==> src/rtl/adxor_pkg.sv <==
package adxor_pkg;
  typedef enum logic [2:0] {
    ST_IDLE,   // plain pass, waiting for START
    ST_ADDR,   // rewriting the address bits
    ST_DATA,   // R/W and later bits, unchanged
    ST_SKIP,   // mid-address START seen, pass until STOP
    ST_FORCE,  // slave isolated, SDA held low
    ST_FREL    // slave isolated, SDA released (STOP formed)
  } xl_state_e;
endpackage

==> src/rtl/adxor_busmon.sv <==
module adxor_busmon (
  input  logic clk,
  input  logic rst,
  input  logic scl_in,
  input  logic sda_in,
  output logic start_det,
  output logic stop_det,
  output logic scl_fall,
  output logic scl_edge
);
  logic scl_q, sda_q;

  always_ff @(posedge clk) begin
    if (rst) begin
      scl_q <= 1'b1;
      sda_q <= 1'b1;
    end else begin
      scl_q <= scl_in;
      sda_q <= sda_in;
    end
  end

  assign start_det = scl_in && scl_q && sda_q && !sda_in;
  assign stop_det  = scl_in && scl_q && !sda_q && sda_in;
  assign scl_fall  = scl_q && !scl_in;
  assign scl_edge  = scl_q ^ scl_in;
endmodule

==> src/rtl/adxor_tick.sv <==
module adxor_tick #(
  parameter int unsigned N = 4
) (
  input  logic clk,
  input  logic rst,
  input  logic load,
  input  logic clear,
  output logic fire
);
  localparam int unsigned W = (N < 2) ? 1 : $clog2(N + 1);
  localparam logic [W-1:0] LOADV = W'(N);
  localparam logic [W-1:0] ONE   = W'(1);

  logic [W-1:0] cnt;

  always_ff @(posedge clk) begin
    if (rst || clear)      cnt <= '0;
    else if (load)         cnt <= LOADV;
    else if (cnt != '0)    cnt <= cnt - ONE;
  end

  assign fire = (cnt == ONE) && !load && !clear;
endmodule

==> src/rtl/adxor_engine.sv <==
module adxor_engine
  import adxor_pkg::*;
#(
  parameter int unsigned CLK_MHZ  = 100,
  parameter int unsigned ADV_NS   = 100,
  parameter int unsigned STUCK_US = 30000,
  parameter int unsigned STOP_DLY = 50,
  parameter int unsigned ADDR_W   = 7
) (
  input  logic              clk,
  input  logic              rst,
  input  logic              scl_in,
  input  logic              sda_in,
  input  logic [ADDR_W-1:0] xlat,
  input  logic              pass_thru,
  output logic              sda_out,
  output logic              sda_conn,
  output logic              scl_conn
);
  localparam int unsigned ADV_RAW   = (ADV_NS * CLK_MHZ + 999) / 1000;
  localparam int unsigned ADV_CYC   = (ADV_RAW < 1) ? 1 : ADV_RAW;
  localparam int unsigned STUCK_CYC = (STUCK_US * CLK_MHZ < 2) ? 2 : STUCK_US * CLK_MHZ;
  localparam int unsigned DLY_CYC   = (STOP_DLY < 1) ? 1 : STOP_DLY;
  localparam int unsigned POS_W     = $clog2(ADDR_W + 1);
  localparam logic [POS_W-1:0] POS_LAST = POS_W'(ADDR_W);

  logic start_det, stop_det, scl_fall, scl_edge;
  logic adv_fire, stuck_fire, force_fire;
  logic force_go;

  xl_state_e         state, st_n;
  logic [POS_W-1:0]  pos, pos_n;
  logic              mask_r, mask_n;
  logic [ADDR_W-1:0] xl_shift;
  logic              sda_n;

  adxor_busmon u_mon (
    .clk(clk), .rst(rst), .scl_in(scl_in), .sda_in(sda_in),
    .start_det(start_det), .stop_det(stop_det),
    .scl_fall(scl_fall), .scl_edge(scl_edge)
  );

  // delay from SCL fall to the next rewrite bit
  adxor_tick #(.N(ADV_CYC)) u_adv (
    .clk(clk), .rst(rst), .load(scl_fall), .clear(start_det), .fire(adv_fire)
  );

  // SCL inactivity watch, held loaded outside the address byte
  adxor_tick #(.N(STUCK_CYC)) u_stuck (
    .clk(clk), .rst(rst), .load(scl_edge || (state != ST_ADDR)),
    .clear(1'b0), .fire(stuck_fire)
  );

  assign force_go = (state == ST_ADDR) && stop_det && mask_r && !pass_thru;

  // hold time of the forced low level before releasing SDA
  adxor_tick #(.N(DLY_CYC)) u_force (
    .clk(clk), .rst(rst), .load(force_go), .clear(pass_thru), .fire(force_fire)
  );

  assign xl_shift = xlat << pos;

  always_comb begin
    st_n   = state;
    pos_n  = pos;
    mask_n = mask_r;
    unique case (state)
      ST_IDLE: begin
        if (start_det) begin
          st_n   = ST_ADDR;
          pos_n  = '0;
          mask_n = 1'b0;
        end
      end
      ST_ADDR: begin
        if (stop_det) begin
          st_n   = mask_r ? ST_FORCE : ST_IDLE;
          mask_n = 1'b0;
        end else if (start_det) begin
          st_n   = ST_SKIP;
        end else if (stuck_fire) begin
          st_n   = ST_IDLE;
          mask_n = 1'b0;
        end else if (adv_fire) begin
          if (pos == POS_LAST) begin
            st_n   = ST_DATA;
            mask_n = 1'b0;
          end else begin
            pos_n  = pos + POS_W'(1);
            mask_n = xl_shift[ADDR_W-1];
          end
        end
      end
      ST_DATA: begin
        if (stop_det) begin
          st_n = ST_IDLE;
        end else if (start_det) begin
          st_n   = ST_ADDR;
          pos_n  = '0;
          mask_n = 1'b0;
        end
      end
      ST_SKIP: begin
        if (stop_det) begin
          st_n   = ST_IDLE;
          mask_n = 1'b0;
        end else if (scl_fall) begin
          mask_n = 1'b0;
        end
      end
      ST_FORCE: begin
        if (force_fire) st_n = ST_FREL;
      end
      ST_FREL: begin
        st_n = ST_IDLE;
      end
      default: begin
        st_n   = ST_IDLE;
        mask_n = 1'b0;
      end
    endcase
    if (pass_thru) begin
      st_n   = ST_IDLE;
      pos_n  = '0;
      mask_n = 1'b0;
    end
  end

  always_comb begin
    if (st_n == ST_FORCE)      sda_n = 1'b0;
    else if (st_n == ST_FREL)  sda_n = 1'b1;
    else                       sda_n = sda_in ^ mask_n;
  end

  always_ff @(posedge clk) begin
    if (rst) begin
      state    <= ST_IDLE;
      pos      <= '0;
      mask_r   <= 1'b0;
      sda_out  <= 1'b1;
      sda_conn <= 1'b1;
      scl_conn <= 1'b1;
    end else begin
      state    <= st_n;
      pos      <= pos_n;
      mask_r   <= mask_n;
      sda_out  <= sda_n;
      sda_conn <= !(st_n == ST_FORCE || st_n == ST_FREL);
      scl_conn <= !(st_n == ST_FORCE || st_n == ST_FREL);
    end
  end
endmodule

==> config.mk <==
export PLATFORM = sky130hd
export DESIGN_NAME = adxor_engine
export DESIGN_NICKNAME = d
export VERILOG_FILES = /design/src/rtl/adxor_pkg.sv /design/src/rtl/adxor_busmon.sv /design/src/rtl/adxor_tick.sv /design/src/rtl/adxor_engine.sv
export SDC_FILE = /design/constraint.sdc
export NUM_CORES = 1
export LEC_CHECK = 0
export BUFFER_PORTS_ARGS = -buffer_cell sky130_fd_sc_hd__clkbuf_2
export CORE_AREA = 4 4 73 75
export DETAILED_ROUTE_END_ITERATION = 8
export DIE_AREA = 0 0 77 79
export PLACE_DENSITY = 0.72
export SYNTH_ARGS = -nofsm -noshare
export SYNTH_HDL_FRONTEND = slang
export SYNTH_SLANG_ARGS = --single-unit
==> constraint.sdc <==
create_clock -name clk -period 2.4 [get_ports clk]
set_input_delay 0.24 -clock clk [delete_from_list [all_inputs] [get_ports clk]]
set_output_delay 0.24 -clock clk [all_outputs]
set_load 0.05 [all_outputs]
# ---- Word-level counts from Yosys, hierarchy flattened
# Index checks and enable logic that the tools add are counted.
dict set report word_totals {
  out_inout_bits 3
  word_cells 118
  ff_bits 43
}
dict set report classes {
  n_bitwise 2
  eq_ne 18
  n_reduce_logical 41
  shifts 1
  mux 39
  addsub 4
}
# cell count
set op_table {}
lappend op_table {{$mux W3} 18}
lappend op_table {{$mux W22} 2}
lappend op_table {{$eq A22 B1 Y1 const B} 1}
lappend op_table {{$reduce_bool A22 Y1} 1}
lappend op_table {{$sub A22 B1 Y22 const B} 1}
lappend op_table {{$eq A3 B3 Y1 const B} 5}
lappend op_table {{$pmux W3 S5} 1}
lappend op_table {{$logic_and A1 B1 Y1} 14}
lappend op_table {{$mux W1} 12}
lappend op_table {{$mux W6} 2}
lappend op_table {{$ne A2 B2 Y1 const B} 6}
lappend op_table {{$reduce_or A2 Y1} 5}
lappend op_table {{$logic_not A1 Y1} 9}
lappend op_table {{$pmux W3 S3} 1}
lappend op_table {{$mux W4} 2}
lappend op_table {{$reduce_and A7 Y1} 1}
lappend op_table {{$shl A7 B3 Y7} 1}
lappend op_table {{$eq A3 B2 Y1 const B} 2}
lappend op_table {{$eq A6 B1 Y1 const B} 1}
lappend op_table {{$reduce_bool A2 Y1} 3}
lappend op_table {{$reduce_bool A6 Y1} 1}
lappend op_table {{$sub A6 B1 Y6 const B} 1}
lappend op_table {{$pmux W1 S5} 1}
lappend op_table {{$eq A4 B1 Y1 const B} 1}
lappend op_table {{other kinds (9)} 13}

# ---- Longest topological paths before layout
# Gate-level depths: netlist of run 1.
dict set report depth {
  depth_word 15
  ltp_mapped 8
  mapped_depth_nobuf 8
}

# ---- Cells and area by module
# Synthesis of run 1 repeated with hierarchy kept, for this count alone.
dict set report unflattened {
  hier_cells 306
  area_unflattened_um2 2581.2
}
# mod n_inst seq_area_each_um2 cells_each area_each_um2
set by_module_without_submodules {}
lappend by_module_without_submodules {{adxor_tick (u_stuck)} 1 440.4 158 1282.5}
lappend by_module_without_submodules {adxor_engine 1 180.2 80 689.4}
lappend by_module_without_submodules {{adxor_tick (u_force)} 1 120.1 39 342.8}
lappend by_module_without_submodules {{adxor_tick (u_adv)} 1 80.1 19 161.4}
lappend by_module_without_submodules {adxor_busmon 1 40.0 10 105.1}

# ---- Worst setup path after synthesis of run 1
# Ideal clock, no wire load.
dict set report synth_path {
  path_kind {register to register}
  from {register pos[1]}
  to {register sda_out}
  setup_slack_ns 0.542
  setup_time_ns 0.119
  required_time_ns 2.281
  stages_incl_launch_ff 8
  arrival_ns 1.739
  synth_period_minus_slack_ns 1.858
  cell_sequence {dfxtp_1 ha_1 ha_1 nor4_2 a32oi_1 o21ai_1 mux2_1 o221a_2}
}
dict set report synth_via {
  elab_chain_cells 11
  word_cells_on_any_way 21
  classes_between {eq/ne (3); shift (1); mux (16); bitwise (1)}
}
# element line_no
set synth_rtl {}
lappend synth_rtl {{start: declaration} adxor_engine.sv:32} ;# logic [POS_W-1:0] pos, pos_n;
lappend synth_rtl {{start signal: assignment} adxor_engine.sv:145} ;# pos <= pos_n;
lappend synth_rtl {{$shl A7 B3 Y7 / $eq A3 B3 Y1 (equally long branches)} {adxor_engine.sv:61, adxor_engine.sv:85}}
lappend synth_rtl {{$mux W1 / $mux W3 (equally long branches)} adxor_engine.sv:85} ;# if (pos == POS_LAST) begin
lappend synth_rtl {{$mux W1 / $mux W3 (equally long branches)} adxor_engine.sv:84} ;# end else if (adv_fire) begin
lappend synth_rtl {{$mux W1 / $mux W3 (equally long branches)} adxor_engine.sv:81} ;# end else if (stuck_fire) begin
lappend synth_rtl {{$mux W1 / $mux W3 (equally long branches)} adxor_engine.sv:79} ;# end else if (start_det) begin
lappend synth_rtl {{$mux W1 / $mux W3 (equally long branches)} adxor_engine.sv:76} ;# if (stop_det) begin
lappend synth_rtl {{$pmux W1 S5 / $pmux W3 S5 (equally long branches)} adxor_engine.sv:67} ;# unique case (state)
lappend synth_rtl {{$mux W1 / $mux W3 (equally long branches)} adxor_engine.sv:122} ;# if (pass_thru) begin
lappend synth_rtl {{$xor A1 B1 Y1 / $eq A3 B3 Y1 (equally long branches)} {adxor_engine.sv:132, adxor_engine.sv:131}}
lappend synth_rtl {{$mux W1} adxor_engine.sv:131} ;# else if (st_n == ST_FREL) sda_n = 1'b1;
lappend synth_rtl {{$mux W1 *} adxor_engine.sv:130} ;# if (st_n == ST_FORCE) sda_n = 1'b0;
lappend synth_rtl {{end signal: assignment} adxor_engine.sv:147} ;# sda_out <= sda_n;
lappend synth_rtl {{end: declaration} adxor_engine.sv:16} ;# output logic sda_out,
# Mark *: on every way between the ends. The rest lies on a longest branch, timed or not.
# A chain may end at the register's enable or synchronous reset.

# ---- Final worst setup path of run 1
# Ends and elaborated chain as after synthesis.

==> metrics.md, run 1 <==
| Metric | Value |
|---|---|
| Result of the run | complete, no violations |
| Family of cells with the greatest summed delay on the critical path | compound AO/OA/AOI/OAI gates |
| Unrepaired setup endpoints after global routing | no |
| Mux contribution to synthesized area | 3.887% |
| Die outline area | 6083 µm² |
| H-tree levels | 2 |
| First-pass GRT wire length | 8.079 mm |
| Average via count per standard cell | 5.588 |
| Sum of routed wire length over all layers | 4.451 mm |
| Layout Nets | 307 |
| Resize count post-CTS | 0 |
| Total number of clock tree sinks | 43 |
| Number of enable-type register cells in the synthesized netlist | 0 |
| Unique masters post-synth | 56 |
| Arrival time of the worst setup path | 2.24 ns |
| Average detailed-routed wire length per instance | 13.09 µm |
| XOR/XNOR Fraction of Synth Area | 8.088% |
| Final antenna-violating net count | 0 |
| Total buffers and inverters traversed by the critical path | 0 |
| Initial core utilization | 51.11% |
| Antenna cell count | 0 |
| TritonCTS clock tree | yes |
| Area share of and/or/nand/nor cells after synthesis | 29.20% |
| Peak supply drop | 0.4152 mV |
| Share of cells above drive strength 1 | 16.08% |
| Cell at the root of the clock tree | sky130_fd_sc_hd__clkbuf_8 |
| Die width | 77 µm |
| Area share of the largest cell type after synthesis | 36.13% |
| Switching power total | 575.5 µW |
| Leakage power | 0.001039 µW |
| Transition time at the pin with the least slew margin | 0.4825 ns |
| Fraction of power consumed by the clock network | 29.6% |
| Standard-cell rows | 25 |
| Clock Skews | 0.008202 ns |
| Hold Vio Cnt, Final | 0 |
| Detail Placement HPWL | 3.275 mm |
| Kind of capture point of the worst setup path | register |
| Setup TNS | 0 ns |
| Prevailing post-synth register cell | sky130_fd_sc_hd__dfxtp_1 |
| Drt first-iter violations | 60 |
| Synth Area in Adders | 5.252% |
| Area fraction in compound gates after synthesis | 13.92% |
| Post-route clock period utilization | 85.33% |
| Fill cells | 431 |
| CP Cell Sequence | ha_1 -> ha_1 -> nor4_2 -> a32oi_1 -> o21ai_1 -> mux2_1 -> o221a_2 |
| Number of buffers inserted by port buffering | 14 |
| Final non-filler cell total | 340 |
| Max_slew headroom | 67.84% |
| Cts hold-fix bufs | 0 |
| Synth Net Count | 294 |
| Total via count after detailed routing | 1900 |
| Number of storage elements in the synthesis netlist | 43 |
| Warnings, synthesis | 0 |
| Final Critical Period | 2.048 ns |
| Share of flip-flops with an asynchronous set or reset | 0% |
| Post-Syn Area | 2382 µm² |
| Required time at the worst-slack endpoint | 2.60 ns |
| Reg power frac | 44.3% |
| Placed cell count | 332 |
| Number of DRC violations after detailed routing | 0 |
| Worst setup path class | register to register |
| Vert. Die Dim | 79 µm |
| Highest-delay cell along the critical path | sky130_fd_sc_hd__dfxtp_1 |
| Post-synthesis area per instance | 8.758 µm² |
| Type of origin of the critical path | register |
| Std-Cell Core Area | 4661 µm² |
| Switching power share of the total | 30.46% |
| First-pass detailed-route iteration total | 4 |
| Largest area contributor in the synthesized netlist | sky130_fd_sc_hd__dfxtp_1 |
| Hold Crit Class | input port to register |
| Total power divided by cell area | 728.4 nW/µm² |
| GRT Resource Usage Total | 16.30% |
| Area taken by multi-input logic gates | 1438 µm² |
| Reg clk slew, reported paths | 0.08 ns |
| Most area-consuming cells after synthesis | sky130_fd_sc_hd__dfxtp_1 (36%), sky130_fd_sc_hd__ha_1 (5.3%), sky130_fd_sc_hd__nor2_1 (5.2%), sky130_fd_sc_hd__a21oi_1 (5.0%), sky130_fd_sc_hd__xor2_1 (4.8%) |
| RePlAce Congestion | 0.8409 |
| Maximum root-to-sink buffer count | 2 |
| Overflow after GRT | 0 |
| Latest clock arrival within the worst-skew pair | 0.30 ns |
| Number of antenna violations at the first check in global routing | 0 |
| Share of the yosys chip area belonging to registers | 36.13% |
| Combinational family with the most area after synthesis | simple AND/OR/NAND/NOR gates |
| Post-CTS Setup Repair Bufs | 0 |
| Number of buffers added by the clock tree synthesis step | 5 |
| Final Slew Violations | 0 |
| Count of final setup violators | 0 |
| Critical path peak fanout | 6 |
| Max stage delay on crit path | 0.38 ns |
| MaxCap Viol Count | 0 |
| Combinational share of power | 26.1% |
| Fmax | 0.4883 GHz |
| Pin count of the biggest net entering global routing | 20 |
| Footprint of the flip-flops and latches | 860.8 µm² |
| Number of global-route vias before repair | 1875 |
| Area grow syn2layout | 8.876% |
| Cell count after synthesis | 272 |
| CP dominant cell by count | sky130_fd_sc_hd__ha_1 |
| I/O pin cnt | 15 |
| Cell internal power dissipation | 1314 µW |
-- final timing paths --
check | endpoint | startpoint | slack, ns | depth (start not counted)
max reg2reg | sda_out$_SDFF_PP1_ | pos[1]$_SDFFE_PP0P_ | 0.35 | 7
min reg2reg | u_adv.cnt[0]$_SDFFE_PP0P_ | u_adv.cnt[0]$_SDFFE_PP0P_ | 0.52 | 1
max | sda_out$_SDFF_PP1_ | pos[1]$_SDFFE_PP0P_ | 0.35 | 7
min | u_mon.scl_q$_SDFF_PP1_ | scl_in | 0.18 | 2
-- cells in the final DEF, fill, tap and decap left out, types with 6 or more instances in the layout --
cell type,n
sky130_fd_sc_hd__dfxtp_1,43
sky130_fd_sc_hd__xor2_1,13
sky130_fd_sc_hd__nor3_1,9
sky130_fd_sc_hd__mux2i_1,7
sky130_fd_sc_hd__a21oi_1,24
sky130_fd_sc_hd__clkbuf_2,14
sky130_fd_sc_hd__nand3_1,10
sky130_fd_sc_hd__inv_1,6
sky130_fd_sc_hd__ha_1,10
sky130_fd_sc_hd__xnor2_1,9
sky130_fd_sc_hd__or3_1,6
sky130_fd_sc_hd__nor2_1,33
sky130_fd_sc_hd__o21ai_0,7
sky130_fd_sc_hd__nand2_1,16
-- cell type report --
| class | instances | area share [%] |
|---|---|---|
| clock buffer | 5 | 2.653 |
| clock inverter | 3 | 1.688 |
| inverter | 6 | 0.8683 |
| multi-input combinational | 212 | 55.43 |
| sequential | 43 | 33.19 |
| tap | 54 | 2.605 |
| timing repair buffer | 17 | 3.570 |
-- stage by stage --
step	hold slack [ns]	total power (µW)	cell area, µm²	setup slack [ns]	utilization (%)
floorplan	0.3466	1258	2382	0.5418	-
global placement	0.4874	1346	2481	0.3617	53.23
detailed placement	0.4966	1348	2481	0.3114	53.23
CTS	0.1765	1922	2594	0.3455	55.65
global route	0.1884	2027	2594	0.1530	55.65
finish	0.1833	1889	2594	0.3522	55.65
-- Yosys cell counts (3+ instances only) --
| master | number |
|---|---|
| sky130_fd_sc_hd__dfxtp_1 | 43 |
| sky130_fd_sc_hd__nor2_1 | 33 |
| sky130_fd_sc_hd__a21oi_1 | 24 |
| sky130_fd_sc_hd__nand2_1 | 16 |
| sky130_fd_sc_hd__xor2_1 | 13 |
| sky130_fd_sc_hd__ha_1 | 10 |
| sky130_fd_sc_hd__nand3_1 | 10 |
| sky130_fd_sc_hd__nor3_1 | 9 |
| sky130_fd_sc_hd__xnor2_1 | 9 |
| sky130_fd_sc_hd__mux2i_1 | 7 |
| sky130_fd_sc_hd__o21ai_0 | 7 |
| sky130_fd_sc_hd__clkbuf_1 | 6 |
| sky130_fd_sc_hd__inv_1 | 6 |
| sky130_fd_sc_hd__or3_1 | 6 |
| sky130_fd_sc_hd__nand2b_1 | 5 |
| sky130_fd_sc_hd__nand4_1 | 5 |
| sky130_fd_sc_hd__or2_2 | 5 |
| sky130_fd_sc_hd__and2_1 | 3 |
| sky130_fd_sc_hd__buf_4 | 3 |
| sky130_fd_sc_hd__nor3_2 | 3 |
| sky130_fd_sc_hd__o21ai_1 | 3 |
| sky130_fd_sc_hd__o31ai_1 | 3 |
-- sequential cells by signal (all words and copies together), names as in the netlist --
name and cells:
u_stuck.cnt 22, u_force.cnt 6, u_adv.cnt 4, pos 3, state 3, mask_r 1
scl_conn 1, sda_out 1, u_mon.scl_q 1, u_mon.sda_q 1
-- metal layers --
layer  global-route usage [%]  share of wire [%]  wire length [µm]  vias to the layer above
met1                    19.44                 47              2092                      864
met4                    7.829                2.1                95                        0
met5                        0                  0                 0                        -
met2                    27.96                 48              2121                       31
li1                         -                  -                 -                      994
met3                    3.515                3.2               142                       11
-- power groups by stage --
stage	sequential, µW	combinational, µW	clock, µW
floorplan	844	414	0
global placement	851	495	0
detailed placement	855	494	0
CTS	837	499	586
global route	847	568	611
finish	837	494	558
-- kinds of logic (layout without fill, tap and decap cells) --
logic type | count (synthesis) | count (layout)
AO/OA/AOI/OAI | 51 | 51
XOR/XNOR | 22 | 22
buffers and inverters | 17 | 31
AND/OR/NAND/NOR | 120 | 120
multiplexers | 9 | 9
adder cells (fa/ha/maj) | 10 | 10
flip-flops | 43 | 43
(Power assumes the default switching activity.)
==> run 2: changes to the inputs <==
==> constraint.sdc (replaced) <==
create_clock -name clk -period 2.4 [get_ports clk]
set_input_delay 0.12 -clock clk [delete_from_list [all_inputs] [get_ports clk]]
set_output_delay 0.12 -clock clk [all_outputs]
set_load 0.05 [all_outputs]
==> run 2 against run 1 <==
  * Non-clock buffer count unchanged
  * Cell count unchanged
  * Final area up 0.14%
  * Utilization up 0.081 points
  * Combinational power up 1%
  * Sequential share of layout area about the same
  * Power up 1.8%
  * Via count up 0.79%
==> metrics.md, run 2 (synthesis results as in run 1) <==
| Metric | Value |
|---|---|
| I/O pin cnt | 15 (unchanged) |
| Cts hold-fix bufs | 0 (unchanged) |
| Max_slew headroom | 67.43% (-0.41 points) |
| Final non-filler cell total | 340 (unchanged) |
| Sum of routed wire length over all layers | 4.697 mm (+5.5%) |
| Total power divided by cell area | 740.7 nW/µm² (+1.7%) |
| Fill cells | 430 (-0.23%) |
| Largest registers | u_stuck.cnt (22), u_force.cnt (6), u_adv.cnt (4) |
| GRT Resource Usage Total | 16.07% (-0.23 points) |
| Overflow after GRT | 0 (unchanged) |
| Peak supply drop | 0.4502 mV (+8.4%) |
| Latest clock arrival within the worst-skew pair | 0.31 ns (about the same) |
| TritonCTS clock tree | yes |
| Unrepaired setup endpoints after global routing | no |
| Std-Cell Core Area | 4661 µm² (unchanged) |
| Utilization after layout | 55.73% (+0.081 points) |
| Arrival time of the worst setup path | 2.24 ns (about the same) |
| Total via count after detailed routing | 1915 (+0.79%) |
| RePlAce Congestion | 0.8166 (-2.9%) |
| Count of final setup violators | 0 (unchanged) |
| Average via count per standard cell | 5.632 (+0.79%) |
| Tightest hold margin | 0.04652 ns (-0.1368 ns) |
| Final Slew Violations | 0 (unchanged) |
| Area taken by multi-input logic gates | 1438 µm² (unchanged) |
| Top library cells by usage in the layout, fill and taps aside | sky130_fd_sc_hd__dfxtp_1 (43), sky130_fd_sc_hd__nor2_1 (33), sky130_fd_sc_hd__a21oi_1 (24), sky130_fd_sc_hd__nand2_1 (16), sky130_fd_sc_hd__clkbuf_2 (14) |
| Number of buffers inserted by port buffering | 14 (unchanged) |
| Final Critical Period | 2.032 ns (-0.01552 ns) |
| Resize count post-CTS | 0 (unchanged) |
| Footprint of the flip-flops and latches | 860.8 µm² (unchanged) |
| Clock Skews | 0.01442 ns (+0.006213 ns) |
| Number of buffers added by the clock tree synthesis step | 5 (unchanged) |
| Reg power frac | 43.5% (-0.8 points) |
| Setup TNS | 0 ns (unchanged) |
| Average detailed-routed wire length per instance | 13.81 µm (+5.5%) |
| MaxCap Viol Count | 0 (unchanged) |
| Pre-CTS setup slack | 0.3726 ns (+0.06119 ns) |
| Switching power total | 603.9 µW (+4.9%) |
| Fmax | 0.4921 GHz (+0.76%) |
| First-pass detailed-route iteration total | 4 (unchanged) |
| Required time at the worst-slack endpoint | 2.61 ns (about the same) |
| Antenna cell count | 0 (unchanged) |
| Fraction of power consumed by the clock network | 30.6% (+1.0 points) |
| Vert. Die Dim | 79 µm (unchanged) |
| Switching power share of the total | 31.39% (+0.93 points) |
| Die width | 77 µm (unchanged) |
| Most common library cell in the layout ignoring fill and taps | sky130_fd_sc_hd__dfxtp_1 |
| H-tree levels | 2 (unchanged) |
| Pin count of the biggest net entering global routing | 20 (unchanged) |
| Kind of capture point of the worst setup path | register |
| Transition time at the pin with the least slew margin | 0.4886 ns (+0.006111 ns) |
| Die outline area | 6083 µm² (unchanged) |
| Most flops, register | u_stuck.cnt |
| Final WS setup | 0.3677 ns (+0.01552 ns) |
| Flop2flop setup slack | 0.37 ns (+0.02 ns) |
| Number of DRC violations after detailed routing | 0 (unchanged) |
| Result of the run | complete, no violations |
| Standard-cell rows | 25 (unchanged) |
| Final antenna-violating net count | 0 (unchanged) |
| Initial core utilization | 51.11% (unchanged) |
| First-pass GRT wire length | 7.948 mm (-1.6%) |
| Hold Crit Class | input port to register |
| Cell at the root of the clock tree | sky130_fd_sc_hd__clkbuf_8 |
| Share of cells above drive strength 1 | 16.08% (unchanged) |
| Detail Placement HPWL | 3.353 mm (+2.4%) |
| Number of antenna violations at the first check in global routing | 0 (unchanged) |
| Number of global-route vias before repair | 1782 (-5.0%) |
| Area grow syn2layout | 9.034% |
| Placed cell count | 332 (unchanged) |
| Maximum root-to-sink buffer count | 2 (unchanged) |
| Critical path peak fanout | 6 (unchanged) |
| Type of origin of the critical path | register |
| Worst setup path class | register to register |
| Post-CTS Setup Repair Bufs | 0 (unchanged) |
| Reg clk slew, reported paths | 0.10 ns (+0.02 ns) |
| Combinational share of power | 25.9% (-0.2 points) |
| Leakage power | 0.001039 µW (about the same) |
| Drt first-iter violations | 91 (+52%) |
| Flip-flop count of the largest register after layout | 22 (unchanged) |
| Total number of clock tree sinks | 43 (unchanged) |
| Layout Nets | 307 (unchanged) |
| Cell internal power dissipation | 1320 µW (+0.47%) |
| Post-route clock period utilization | 84.68% (-0.65 points) |
| Hold Vio Cnt, Final | 0 (unchanged) |
## run 2: changes by cell type in the layout (fill, tap and decap cells not counted), sizes merged
cell    change
clkinv      -1
inv         +1
## run 2: cell type report
| cell class | count | area share, % |
|---|---|---|
| flip-flops and latches | 43 | 33.14 |
| clock inverters | 3 | 1.830 |
| clock buffers | 5 | 2.649 |
| multi-input cells | 212 | 55.35 |
| inverters | 6 | 0.8671 |
| repair buffers | 17 | 3.565 |
| well taps | 54 | 2.601 |
## run 2: critical path: stages (launching register included)
cell,delay (ns)
sky130_fd_sc_hd__dfxtp_1,0.37
sky130_fd_sc_hd__nor4_2,0.39
sky130_fd_sc_hd__nand4_1,0.30
sky130_fd_sc_hd__o31ai_1,0.31
sky130_fd_sc_hd__o21ai_1,0.14
sky130_fd_sc_hd__mux2_1,0.32
sky130_fd_sc_hd__o221a_2,0.12
## run 2: per-stage QoR
step | instance area [µm²] | total power (µW)
after global routing | 2597 | 2044
final | 2597 | 1924
after floorplan | 2382 | 1258
after CTS | 2597 | 1942
after global placement | 2481 | 1338
after detailed placement | 2481 | 1349
## run 2: worst paths after layout
kind,start,endpoint,cells after the start
hold / removal,scl_in,u_mon.scl_q$_SDFF_PP1_,2
hold reg to reg,u_stuck.cnt[13]$_SDFFE_PP0P_,u_stuck.cnt[13]$_SDFFE_PP0P_,2
setup reg to reg,u_stuck.cnt[11]$_SDFFE_PP0P_,sda_out$_SDFF_PP1_,6
setup / recovery,u_stuck.cnt[11]$_SDFFE_PP0P_,sda_out$_SDFF_PP1_,6
## run 2: layer usage
layer / vias to the layer above / share of wire [%] / global-route usage [%]
met4: 0 / 1.4 / 5.872
li1: 987 / - / -
met2: 23 / 48 / 27.96
met1: 898 / 47 / 19.24
met5: - / 0 / 0
met3: 7 / 3.2 / 3.968
## run 2: power groups by stage
stage | registers, µW | clock network (µW) | logic (µW)
CTS | 837 | 606 | 499
global route | 844 | 633 | 567
floorplan | 844 | 0 | 414
global placement | 852 | 0 | 486
finish | 837 | 588 | 499
detailed placement | 853 | 0 | 495
==> run 3: changes to the inputs <==
--- a/config.mk
+++ b/config.mk
@@ -9,7 +9,7 @@
 export CORE_AREA = 4 4 73 75
 export DETAILED_ROUTE_END_ITERATION = 8
 export DIE_AREA = 0 0 77 79
-export PLACE_DENSITY = 0.72
+export PLACE_DENSITY = 0.74
 export SYNTH_ARGS = -nofsm -noshare
 export SYNTH_HDL_FRONTEND = slang
 export SYNTH_SLANG_ARGS = --single-unit
==> constraint.sdc (replaced) <==
create_clock -name clk -period 1.7 [get_ports clk]
set_input_delay 0.085 -clock clk [delete_from_list [all_inputs] [get_ports clk]]
set_output_delay 0.085 -clock clk [all_outputs]
set_load 0.05 [all_outputs]
==> run 3 against run 2 <==
  * The flow now finishes with violations (setup timing)
  * Clock power rose by 43%
  * Critical path depth rose by 1
  * Setup slack got worse by 0.59 ns
  * Sequential power rose by 40%
  * Power rose by 47%
  * Register-to-register slack got worse by 0.59 ns
  * Utilization rose by 16 points
  * Maximum frequency rose by 5.9%
  * Global-route usage rose by 3.3 points
  * First-iteration DRC count rose by 18%
  * Cell count rose by 18%
  * Largest cell class unchanged
  * Highest routed layer unchanged
==> metrics.md, run 3 (synthesis results as in run 1) <==
| Metric | Value |
|---|---|
| Tightest hold margin | 0.02829 ns (-0.01823 ns) |
| Met1 track demand over resource | 21.84% (+2.6 points) |
| Met2 routing resource usage after global routing | 37.28% (+9.3 points) |
| Number of antenna violations at the first check in global routing | 0 (unchanged) |
| Violated checks | setup timing |
| Vert. Die Dim | 79 µm (unchanged) |
| Fill cells | 342 (-20%) |
| Flop2flop setup slack | -0.22 ns (-0.59 ns) |
| Critical path peak fanout | 2 (-4) |
| Overflow after GRT | 0 (unchanged) |
| Footprint of the flip-flops and latches | 875.8 µm² (+1.7%) |
| Clock Skews | 0.01061 ns (-0.003808 ns) |
| Final WS setup | -0.2186 ns (-0.5863 ns) |
| Standard-cell rows | 25 (unchanged) |
| Leakage power | 0.001393 µW (+34%) |
| H-tree levels | 2 (unchanged) |
| MaxCap Viol Count | 0 (unchanged) |
| Cell at the root of the clock tree | sky130_fd_sc_hd__clkbuf_8 |
| Max_slew headroom | 75.97% (+8.5 points) |
| Detail Placement HPWL | 4.028 mm (+20%) |
| Most common library cell in the layout ignoring fill and taps | sky130_fd_sc_hd__buf_4 |
| First-pass GRT wire length | 9.729 mm (+22%) |
| Average detailed-routed wire length per instance | 14.63 µm (+5.9%) |
| Die outline area | 6083 µm² (unchanged) |
| GRT Resource Usage Total | 19.38% (+3.3 points) |
| Number of buffers added by the clock tree synthesis step | 5 (unchanged) |
| Final antenna-violating net count | 0 (unchanged) |
| Share of cells above drive strength 1 | 46.11% (+30 points) |
| Worst setup path class | register to register |
| Post-route clock period utilization | 112.9% (+28 points) |
| Fmax | 0.5212 GHz (+5.9%) |
| Hold Vio Cnt, Final | 0 (unchanged) |
| Pre-CTS setup slack | -0.2166 ns (-0.5892 ns) |
| Kind of capture point of the worst setup path | register |
| Flip-flop count of the largest register after layout | 22 (unchanged) |
| Hold_sp | rst |
| TritonCTS clock tree | yes |
| Number of DRC violations after detailed routing | 0 (unchanged) |
| Arrival time of the worst setup path | 2.12 ns (-0.12 ns) |
| Type of origin of the critical path | register |
| First-pass detailed-route iteration total | 4 (unchanged) |
| Cts hold-fix bufs | 0 (unchanged) |
| Largest registers | u_stuck.cnt (22), u_force.cnt (6), u_adv.cnt (4) |
| Area grow syn2layout | 41.23% |
| Average via count per standard cell | 5.541 (-1.6%) |
| Number of buffers inserted by port buffering | 14 (unchanged) |
| Transition time at the pin with the least slew margin | 0.3591 ns (-0.1294 ns) |
| Unrepaired setup endpoints after global routing | yes |
| Drt first-iter violations | 107 (+18%) |
| Layout Nets | 368 (+20%) |
| Reg-to-Reg Start | u_stuck.cnt[7]$_SDFFE_PP0P_ |
| Final Slew Violations | 0 (unchanged) |
| I/O pin cnt | 15 (unchanged) |
| Most flops, register | u_stuck.cnt |
| Total power divided by cell area | 842.2 nW/µm² (+14%) |
| Utilization after layout | 72.19% (+16 points) |
| Number of global-route vias before repair | 2291 (+29%) |
| Latest clock arrival within the worst-skew pair | 0.30 ns (about the same) |
| Count of final setup violators | 25 (+25) |
| Reg clk slew, reported paths | 0.09 ns (about the same) |
| Maximum root-to-sink buffer count | 2 (unchanged) |
| Sum of routed wire length over all layers | 5.865 mm (+25%) |
| Die width | 77 µm (unchanged) |
| Most heavily used metal layer in global routing | met2 |
| Overall Power | 2834 µW (+47%) |
| Setup TNS | -2.241 ns (-2.241 ns) |
| Startpoint of the worst setup timing path | u_stuck.cnt[7]$_SDFFE_PP0P_ |
| Std-Cell Core Area | 4661 µm² (unchanged) |
| Final Critical Period | 1.919 ns (-0.1137 ns) |
| Hold Crit Class | input port to register |
| Initial core utilization | 51.11% (unchanged) |
| Global Route met3 Usage | 3.401% (-0.57 points) |
| Area taken by multi-input logic gates | 1692 µm² (+18%) |
| Antenna cell count | 0 (unchanged) |
| Peak supply drop | 0.5708 mV (+27%) |
| Top library cells by usage in the layout, fill and taps aside | sky130_fd_sc_hd__buf_4 (56), sky130_fd_sc_hd__dfxtp_1 (33), sky130_fd_sc_hd__nor2_1 (28), sky130_fd_sc_hd__a21oi_1 (20), sky130_fd_sc_hd__clkbuf_2 (14) |
| RePlAce Congestion | 0.8733 (+6.9%) |
| Total number of clock tree sinks | 43 (unchanged) |
| Pin count of the biggest net entering global routing | 14 (-30%) |
| Required time at the worst-slack endpoint | 1.90 ns (-0.71 ns) |
| Total via count after detailed routing | 2222 (+16%) |
| Result of the run | finished, violations left |
-- run 3: cell count changes in the layout (fill, tap and decap cells not counted), moves of 5 or more --
cell,delta
sky130_fd_sc_hd__dfxtp_1,-10
sky130_fd_sc_hd__dfxtp_2,+9
sky130_fd_sc_hd__nor2_1,-5
sky130_fd_sc_hd__buf_6,+7
sky130_fd_sc_hd__buf_4,+53
-- run 3: routing by layer --
| layer | share of wire (%) | wire length, µm |
|---|---|---|
| met1 | 41 | 2400 |
| met2 | 54 | 3168 |
| met3 | 3.2 | 189 |
| met4 | 1.8 | 106 |
| met5 | 0 | 0 |
-- run 3: layout make-up --
class | instances | area share (%)
multi-input combinational | 212 | 50.28
sequential | 43 | 26.03
timing repair buffer | 78 | 17.52
clock buffer | 6 | 2.454
tap | 54 | 2.008
clock inverter | 2 | 1.041
inverter | 6 | 0.6694
-- run 3: report_power, final --
part | switching [µW] | leakage, µW | internal [µW]
clock network | 365 | 0.0000612 | 476
logic | 419 | 0.000976 | 401
registers | 78.7 | 0.000356 | 1090
-- run 3: worst max-delay path, cell delays in order, from the launching register on --
cell                      delay (ns)
sky130_fd_sc_hd__dfxtp_2        0.34
sky130_fd_sc_hd__nor4_4         0.32
sky130_fd_sc_hd__nand4_1        0.16
sky130_fd_sc_hd__buf_4          0.18
sky130_fd_sc_hd__o31ai_1        0.23
sky130_fd_sc_hd__o21ai_1        0.14
sky130_fd_sc_hd__mux2_1         0.33
sky130_fd_sc_hd__o221a_2        0.12
-- run 3: final timing paths --
path | end | depth (start not counted)
setup / recovery | sda_out$_SDFF_PP1_ | 7
hold / removal | mask_r$_SDFF_PP0_ | 2
setup reg to reg | sda_out$_SDFF_PP1_ | 7
hold reg to reg | u_stuck.cnt[21]$_SDFFE_PP0P_ | 2
-- run 3: stage by stage --
stage	cells	cell area [µm²]
6_report	401	3364
5_1_grt	401	3364
4_1_cts	393	3146
3_5_place_dp	380	2864
3_3_place_gp	380	2864
2_1_floorplan	272	2405
-- run 3: repair_timing --
item,in CTS,in global routing
resized for setup,30,39
buffers inserted,5,9
pin swaps,30,31
endpoints found under the setup margin,22,29
